==> src/rtl/lt_pkg.sv <==
package lt_pkg;
  localparam int CNT_W  = 8;
  localparam int PSEL_W = 2;
  localparam int POST_W = 4;

  typedef enum logic [1:0] {
    SEL_COUNT  = 2'd0,
    SEL_PERIOD = 2'd1,
    SEL_CTRL   = 2'd2,
    SEL_NONE   = 2'd3
  } wsel_e;

  typedef struct packed {
    logic              irq_en;
    logic [POST_W-1:0] post;
    logic [PSEL_W-1:0] pre;
    logic              run;
  } ctrl_t;
endpackage

==> src/rtl/lt_prescaler.sv <==
module lt_prescaler #(
  parameter int SEL_W = 2
) (
  input  logic             clk,
  input  logic             rst_n,
  input  logic             clr,
  input  logic             step,
  input  logic [SEL_W-1:0] sel,
  output logic             term
);
  localparam int MAX_SH = 2 * ((1 << SEL_W) - 1);
  localparam int PW     = (MAX_SH < 1) ? 1 : MAX_SH;

  function automatic logic [PW-1:0] div_limit(input logic [SEL_W-1:0] s);
    logic [PW-1:0] ones;
    ones = '1;
    return ones >> (PW - 2 * int'(s));
  endfunction

  logic [PW-1:0] cnt;
  logic [PW-1:0] limit;

  assign limit = div_limit(sel);
  assign term  = step && (cnt >= limit);

  always_ff @(posedge clk or negedge rst_n) begin
    if (!rst_n)      cnt <= '0;
    else if (clr)    cnt <= '0;
    else if (term)   cnt <= '0;
    else if (step)   cnt <= cnt + 1'b1;
  end

  a_r2_within_limit: assert property (@(posedge clk) disable iff (!rst_n)
    (!clr && !step) |=> $stable(cnt));
  a_r5_pre_clear: assert property (@(posedge clk) disable iff (!rst_n)
    clr |=> (cnt == '0));
endmodule

==> src/rtl/lt_counter.sv <==
module lt_counter #(
  parameter int W = 8
) (
  input  logic         clk,
  input  logic         rst_n,
  input  logic         load,
  input  logic [W-1:0] load_val,
  input  logic         inc,
  input  logic [W-1:0] period,
  output logic [W-1:0] count,
  output logic         match_evt,
  output logic         match_q
);
  function automatic logic [W-1:0] next_count(input logic [W-1:0] c,
                                              input logic [W-1:0] p);
    return (c == p) ? '0 : c + 1'b1;
  endfunction

  assign match_evt = inc && !load && (count == period);

  always_ff @(posedge clk or negedge rst_n) begin
    if (!rst_n) begin
      count   <= '0;
      match_q <= 1'b0;
    end else begin
      match_q <= match_evt;
      if (load)     count <= load_val;
      else if (inc) count <= next_count(count, period);
    end
  end

  a_r3_wrap: assert property (@(posedge clk) disable iff (!rst_n)
    match_evt |=> (count == '0) && match_q);
  a_r3_pulse_src: assert property (@(posedge clk) disable iff (!rst_n)
    !match_evt |=> !match_q);
  a_r5_load_wins: assert property (@(posedge clk) disable iff (!rst_n)
    load |=> (count == $past(load_val)));
endmodule

==> src/rtl/lt_postscaler.sv <==
module lt_postscaler #(
  parameter int W = 4
) (
  input  logic         clk,
  input  logic         rst_n,
  input  logic         clr,
  input  logic         evt,
  input  logic [W-1:0] limit,
  output logic         ovf
);
  logic [W-1:0] cnt;

  assign ovf = evt && !clr && (cnt >= limit);

  always_ff @(posedge clk or negedge rst_n) begin
    if (!rst_n)     cnt <= '0;
    else if (clr)   cnt <= '0;
    else if (ovf)   cnt <= '0;
    else if (evt)   cnt <= cnt + 1'b1;
  end

  a_r4_hold_idle: assert property (@(posedge clk) disable iff (!rst_n)
    (!evt && !clr) |=> $stable(cnt));
  a_r5_post_clear: assert property (@(posedge clk) disable iff (!rst_n)
    clr |=> (cnt == '0));
endmodule

==> src/rtl/limit_timer.sv <==
module limit_timer
  import lt_pkg::*;
(
  input  logic             clk,
  input  logic             rst_n,
  input  logic             tick_en,
  input  logic             sleep,
  input  logic             wr_en,
  input  logic [1:0]       wr_sel,
  input  logic [CNT_W-1:0] wr_data,
  input  logic             flag_clr,
  output logic [CNT_W-1:0] count_q,
  output logic [CNT_W-1:0] period_q,
  output logic [CNT_W-1:0] ctrl_q,
  output logic             shutdown,
  output logic             irq_flag,
  output logic             irq
);
  ctrl_t      ctrl;
  logic       wr_count, wr_period, wr_ctrl;
  logic       clear_scalers;
  logic       step;
  logic       pre_term;
  logic       match_evt;
  logic       post_ovf;

  assign wr_count  = wr_en && (wsel_e'(wr_sel) == SEL_COUNT);
  assign wr_period = wr_en && (wsel_e'(wr_sel) == SEL_PERIOD);
  assign wr_ctrl   = wr_en && (wsel_e'(wr_sel) == SEL_CTRL);

  assign clear_scalers = wr_count || wr_ctrl;
  assign step          = tick_en && ctrl.run && !sleep && !clear_scalers;

  always_ff @(posedge clk or negedge rst_n) begin
    if (!rst_n) begin
      period_q <= '1;
      ctrl     <= '0;
    end else begin
      if (wr_period) period_q <= wr_data;
      if (wr_ctrl)   ctrl     <= ctrl_t'(wr_data);
    end
  end

  lt_prescaler #(.SEL_W(PSEL_W)) u_pre (
    .clk  (clk),
    .rst_n(rst_n),
    .clr  (clear_scalers),
    .step (step),
    .sel  (ctrl.pre),
    .term (pre_term)
  );

  lt_counter #(.W(CNT_W)) u_cnt (
    .clk      (clk),
    .rst_n    (rst_n),
    .load     (wr_count),
    .load_val (wr_data),
    .inc      (pre_term),
    .period   (period_q),
    .count    (count_q),
    .match_evt(match_evt),
    .match_q  (shutdown)
  );

  lt_postscaler #(.W(POST_W)) u_post (
    .clk  (clk),
    .rst_n(rst_n),
    .clr  (clear_scalers),
    .evt  (match_evt),
    .limit(ctrl.post),
    .ovf  (post_ovf)
  );

  always_ff @(posedge clk or negedge rst_n) begin
    if (!rst_n)        irq_flag <= 1'b0;
    else if (post_ovf) irq_flag <= 1'b1;
    else if (flag_clr) irq_flag <= 1'b0;
  end

  assign ctrl_q = ctrl;
  assign irq    = irq_flag && ctrl.irq_en;

  a_r7_sticky: assert property (@(posedge clk) disable iff (!rst_n)
    (irq_flag && !flag_clr) |=> irq_flag);
  a_r8_set_wins: assert property (@(posedge clk) disable iff (!rst_n)
    post_ovf |=> irq_flag);
  a_r9_sleep_hold: assert property (@(posedge clk) disable iff (!rst_n)
    (sleep && !wr_en) |=> $stable(count_q) && !shutdown);
  a_r6_run_off_hold: assert property (@(posedge clk) disable iff (!rst_n)
    (!ctrl.run && !wr_en) |=> $stable(count_q));
  a_r10_no_target: assert property (@(posedge clk) disable iff (!rst_n)
    (wr_en && wr_sel == 2'd3) |=> $stable(period_q) && $stable(ctrl_q));
endmodule

==> config.mk <==
export PLATFORM = sky130hd
export DESIGN_NAME = limit_timer
export DESIGN_NICKNAME = d
export VERILOG_FILES = /design/src/rtl/lt_pkg.sv /design/src/rtl/lt_prescaler.sv /design/src/rtl/lt_counter.sv /design/src/rtl/lt_postscaler.sv /design/src/rtl/limit_timer.sv
export SDC_FILE = /design/constraint.sdc
export NUM_CORES = 1
export LEC_CHECK = 0
export CORE_MARGIN = 8
export CORE_UTILIZATION = 51
export CTS_CLUSTER_DIAMETER = 200
export DETAILED_ROUTE_END_ITERATION = 7
export PLACE_DENSITY = 0.79
export REMOVE_ABC_BUFFERS = 1
export SYNTH_ARGS = -nofsm -noshare
export SYNTH_HDL_FRONTEND = slang
export SYNTH_SLANG_ARGS = --single-unit
export TNS_END_PERCENT = 1
==> constraint.sdc <==
create_clock -name clk -period 3.1 [get_ports clk]
set_clock_uncertainty 0.05 [all_clocks]
set_input_delay 0.465 -clock clk [delete_from_list [all_inputs] [get_ports clk]]
set_output_delay 0.465 -clock clk [all_outputs]
set_load 0.02 [all_outputs]
==> results by group <==
Drt
  – Via count of the routed design: 1811
  – Via density per instance: 6.00
  – Detailed-router iteration count before antenna repair: 4
  – Remaining routing DRC violations: 0
  – Detailed Route Iter0 Violations: roughly 160
  – Number of nets with antenna violations after detailed routing: 0
  – Final routed wire length divided by cell count: 17.5 um
  – Aggregate routed wire length: roughly 5300 um

Timing
  – Worst Tran Pin Value: about 700 ps
  – Final hold vios: 0
  – Maximum operating frequency: 409 MHz
  – Post-route minimum period: 2440 ps
  – Fin Setup TNS: 0 ps
  – Setup repair after global routing missed its margin: no
  – Setup violators final: 0
  – Period utilization: between 70% and 80%
  – Setup ws final: between 600 and 700 ps
  – Worst max-slew margin expressed relative to the limit: between 50 and 60%
  – Final number of max-transition violations: 0

Finish
  – Fraction of final layout cells with drive strength greater than 1: a little under a fifth
  – Final core utilization: about two thirds
  – Area overhead of the layout relative to synthesis: 26.8%
  – # diodes: 0
  – Total number of nets in the final design: 280
  – Final instance count without filler cells: 302

Die
  – Effective utilization at floorplan: 53.4%
  – Total I/O pin count: between 40 and 50
  – Overall die width: 80.9 um
  – Std-Cell Core Area: 4030 sq um
  – Die footprint: 6550 sq um
  – Placement Rows: 23
  – Vertical die dimension: 80.9 um

Worst setup path
  – Slowest cell on the critical path: sky130_fd_sc_hd__dfrtp_1
  – Maximum fanout along the worst path: 6
  – Critical path start-end classification: reg -> reg
  – Buffering stage count on the worst path with inverters included: 0
  – Largest stage delay, worst path: 410 ps
  – Cell depth of the worst setup path: 7
  – Arrival time reported for the critical path endpoint: 2570 ps
  – CP cell instances: or2_2, ha_1, nand2b_1, a21o_1, a21oi_1, nor3_2, a221o_1
  – Register-to-Register Path Depth: 7
  – Cell class contributing the biggest share of worst-path delay: compound AO/OA/AOI/OAI gates
  – Startpoint type of the worst setup path: flop
  – Setup slack of the most critical reg-to-reg path: 660 ps
  – Critical Path Sink Type: flop
  – Data required time at the worst endpoint: 3230 ps

Placed design
  – Sum of net half-perimeters after detailed placement: 3850 um
  – Setup slack at placement: about 660 ps
  – Final GP Congestion: between 0.8 and 0.9
  – Number of buffers added on ports: between 40 and 50
  – Cell count after placement: 294

Synthesis
  – Portion of the post-synthesis area used by sequential elements: 42.4%
  – Synthesized area: 2150 sq um
  – Biggest area contributors in the synthesized netlist: sky130_fd_sc_hd__dfrtp_1 33%, sky130_fd_sc_hd__dfstp_2 9.8%, sky130_fd_sc_hd__mux2_2 8.9%
  – Ys Warns: 0
  – FFs w/ async S/R, synth: 100%
  – Register bit total from synthesis: 36
  – Library cell occupying the most area in the post-synthesis netlist: sky130_fd_sc_hd__dfrtp_1
  – Primary FF master, synth: sky130_fd_sc_hd__dfrtp_1
  – Number of flops mapped to enable cells by yosys: 0
  – Post-Syn Area per Cell: 10.6 sq um
  – Number of distinct library cell variants in the gate-level netlist after synthesis: 48
  – Leading post-synthesis cells by instance count: 28 x sky130_fd_sc_hd__dfrtp_1, 18 x sky130_fd_sc_hd__nand2_1, 17 x sky130_fd_sc_hd__mux2_2, 13 x sky130_fd_sc_hd__ha_1
  – Gate Count Post-Synth: 203
  – Cell with the most instances after synthesis: sky130_fd_sc_hd__dfrtp_1
  – Synth top area share: approximately a third

GRT
  – GRT Total Usage: 16.9%
  – Maximum number of pins on one net before global-route repair: 37
  – Global-route wire length before repair: 8600 um
  – Via count of the first global-routing pass: 1767
  – Sum of overflow across all layers after global routing: 0
  – Antenna violations before repair: 0

Min path
  – Number of stages on the worst hold path: 1
  – Worst Hold Class: reg -> reg

Clock network
  – CTS tree: yes
  – Post-CTS resize count: 0
  – H-Tree Level Count: 2
  – CTS sink count: 36
  – Deepest clock path buffer count: 2
  – Post-CTS Setup Inserts: 0
  – Clock-pin slew on the worst setup and hold paths: 70 ps
  – Post-CTS Hold Buffers: 0
  – Clock insertion delay at the later pin of the skew report: 290 ps
  – Root buffer selected by CTS: sky130_fd_sc_hd__clkbuf_8
  – Total clock buffers created by CTS: 5

Power and ir drop
  – Total power consumption of the routed design: 1.49 mW
  – Total power divided by cell area: 545 nW/um^2
  – IR drop worst, VDD: around 0.00033 V
  – Lkg Pwr: 1.18 nW

Run status
  – Status: complete, no violations

Job
  – Number of max-cap violations: 0
==> flip-flops by register name, summed over array words and instances (netlist names) <==
| register | count |
|---|---|
| ctrl_q | 8 |
| period_q | 8 |
| u_post.cnt | 4 |
| irq_flag | 1 |
| u_cnt.count | 8 |
| u_pre.cnt | 6 |
| u_cnt.match_q | 1 |
==> placed cells by master, fill, tap and decap left out, types with 2 or more instances in the layout <==
cell type,instances
sky130_fd_sc_hd__clkdlybuf4s50_1,42
sky130_fd_sc_hd__dfrtp_1,28
sky130_fd_sc_hd__nand2_1,18
sky130_fd_sc_hd__mux2_2,17
sky130_fd_sc_hd__ha_1,13
sky130_fd_sc_hd__nor2_1,10
sky130_fd_sc_hd__a31oi_1,10
sky130_fd_sc_hd__inv_1,9
sky130_fd_sc_hd__a21oi_1,9
sky130_fd_sc_hd__nand3_1,8
sky130_fd_sc_hd__dfstp_2,8
sky130_fd_sc_hd__o21ai_0,6
sky130_fd_sc_hd__a221o_1,6
sky130_fd_sc_hd__clkbuf_8,6
sky130_fd_sc_hd__nand2b_1,5
sky130_fd_sc_hd__xnor2_2,4
sky130_fd_sc_hd__xnor2_1,4
sky130_fd_sc_hd__a21o_1,3
sky130_fd_sc_hd__a211o_1,3
sky130_fd_sc_hd__nand4_1,3
sky130_fd_sc_hd__or2_2,2
sky130_fd_sc_hd__nor3_1,2
sky130_fd_sc_hd__and2_1,2
sky130_fd_sc_hd__nor2b_1,2
sky130_fd_sc_hd__nand3b_1,2
sky130_fd_sc_hd__and3_1,2
sky130_fd_sc_hd__a41oi_1,2
sky130_fd_sc_hd__a2111oi_0,2
sky130_fd_sc_hd__clkbuf_1,2
sky130_fd_sc_hd__buf_4,2
==> final cells by class <==
| cell class | count | area (sq um) |
|---|---|---|
| inverters | 9 | 33.8 |
| clock buffers | 8 | 90.1 |
| flip-flops and latches | 36 | 911 |
| well taps | 50 | 62.6 |
| fillers | 316 | 1300 |
| repair buffers | 44 | 435 |
| multi-input cells | 155 | 1190 |
==> per-layer routing <==
layer  global-route usage, %  wire length, um
met1                    21.1             2270
met2                    26.5             2480
met5                       0                0
met3                    4.75              411
met4                    8.21              112
==> per-stage QoR <==
stage	area (sq um)	hold slack [ps]
5_1_grt	2730	505
6_report	2730	453
4_1_cts	2730	454
2_1_floorplan	2140	119
3_3_place_gp	2640	437
3_5_place_dp	2640	445
==> logic make-up after synthesis <==
logic type      after synthesis  share of synthesized area, %
fa+ha+maj                    13                          7.57
flops                        36                          42.4
simple gates                 67                          17.6
compound gates               49                          16.3
xor+xnor                      8                          4.66
buf+inv                      12                          2.15
mux                          18                          9.37
==> power by group <==
| part | switching, mW | internal, mW | leakage (nW) |
|---|---|---|---|
| clock | 0.162 | 0.181 | 0.0455 |
| sequential | 0.0807 | 0.549 | 0.445 |
| combinational | 0.258 | 0.255 | 0.690 |
==> path summary, 6_finish.rpt <==
kind,startpoint,end
setup / recovery,ctrl_q[2],u_cnt.count[5]
hold / removal,u_pre.cnt[5],u_pre.cnt[5]
setup reg to reg,ctrl_q[2],u_cnt.count[5]
hold reg to reg,u_pre.cnt[5],u_pre.cnt[5]
max in group asynchronous,rst_n,period_q[7]
min in group asynchronous,rst_n,u_cnt.match_q
Power figures use the tool's default switching activity.
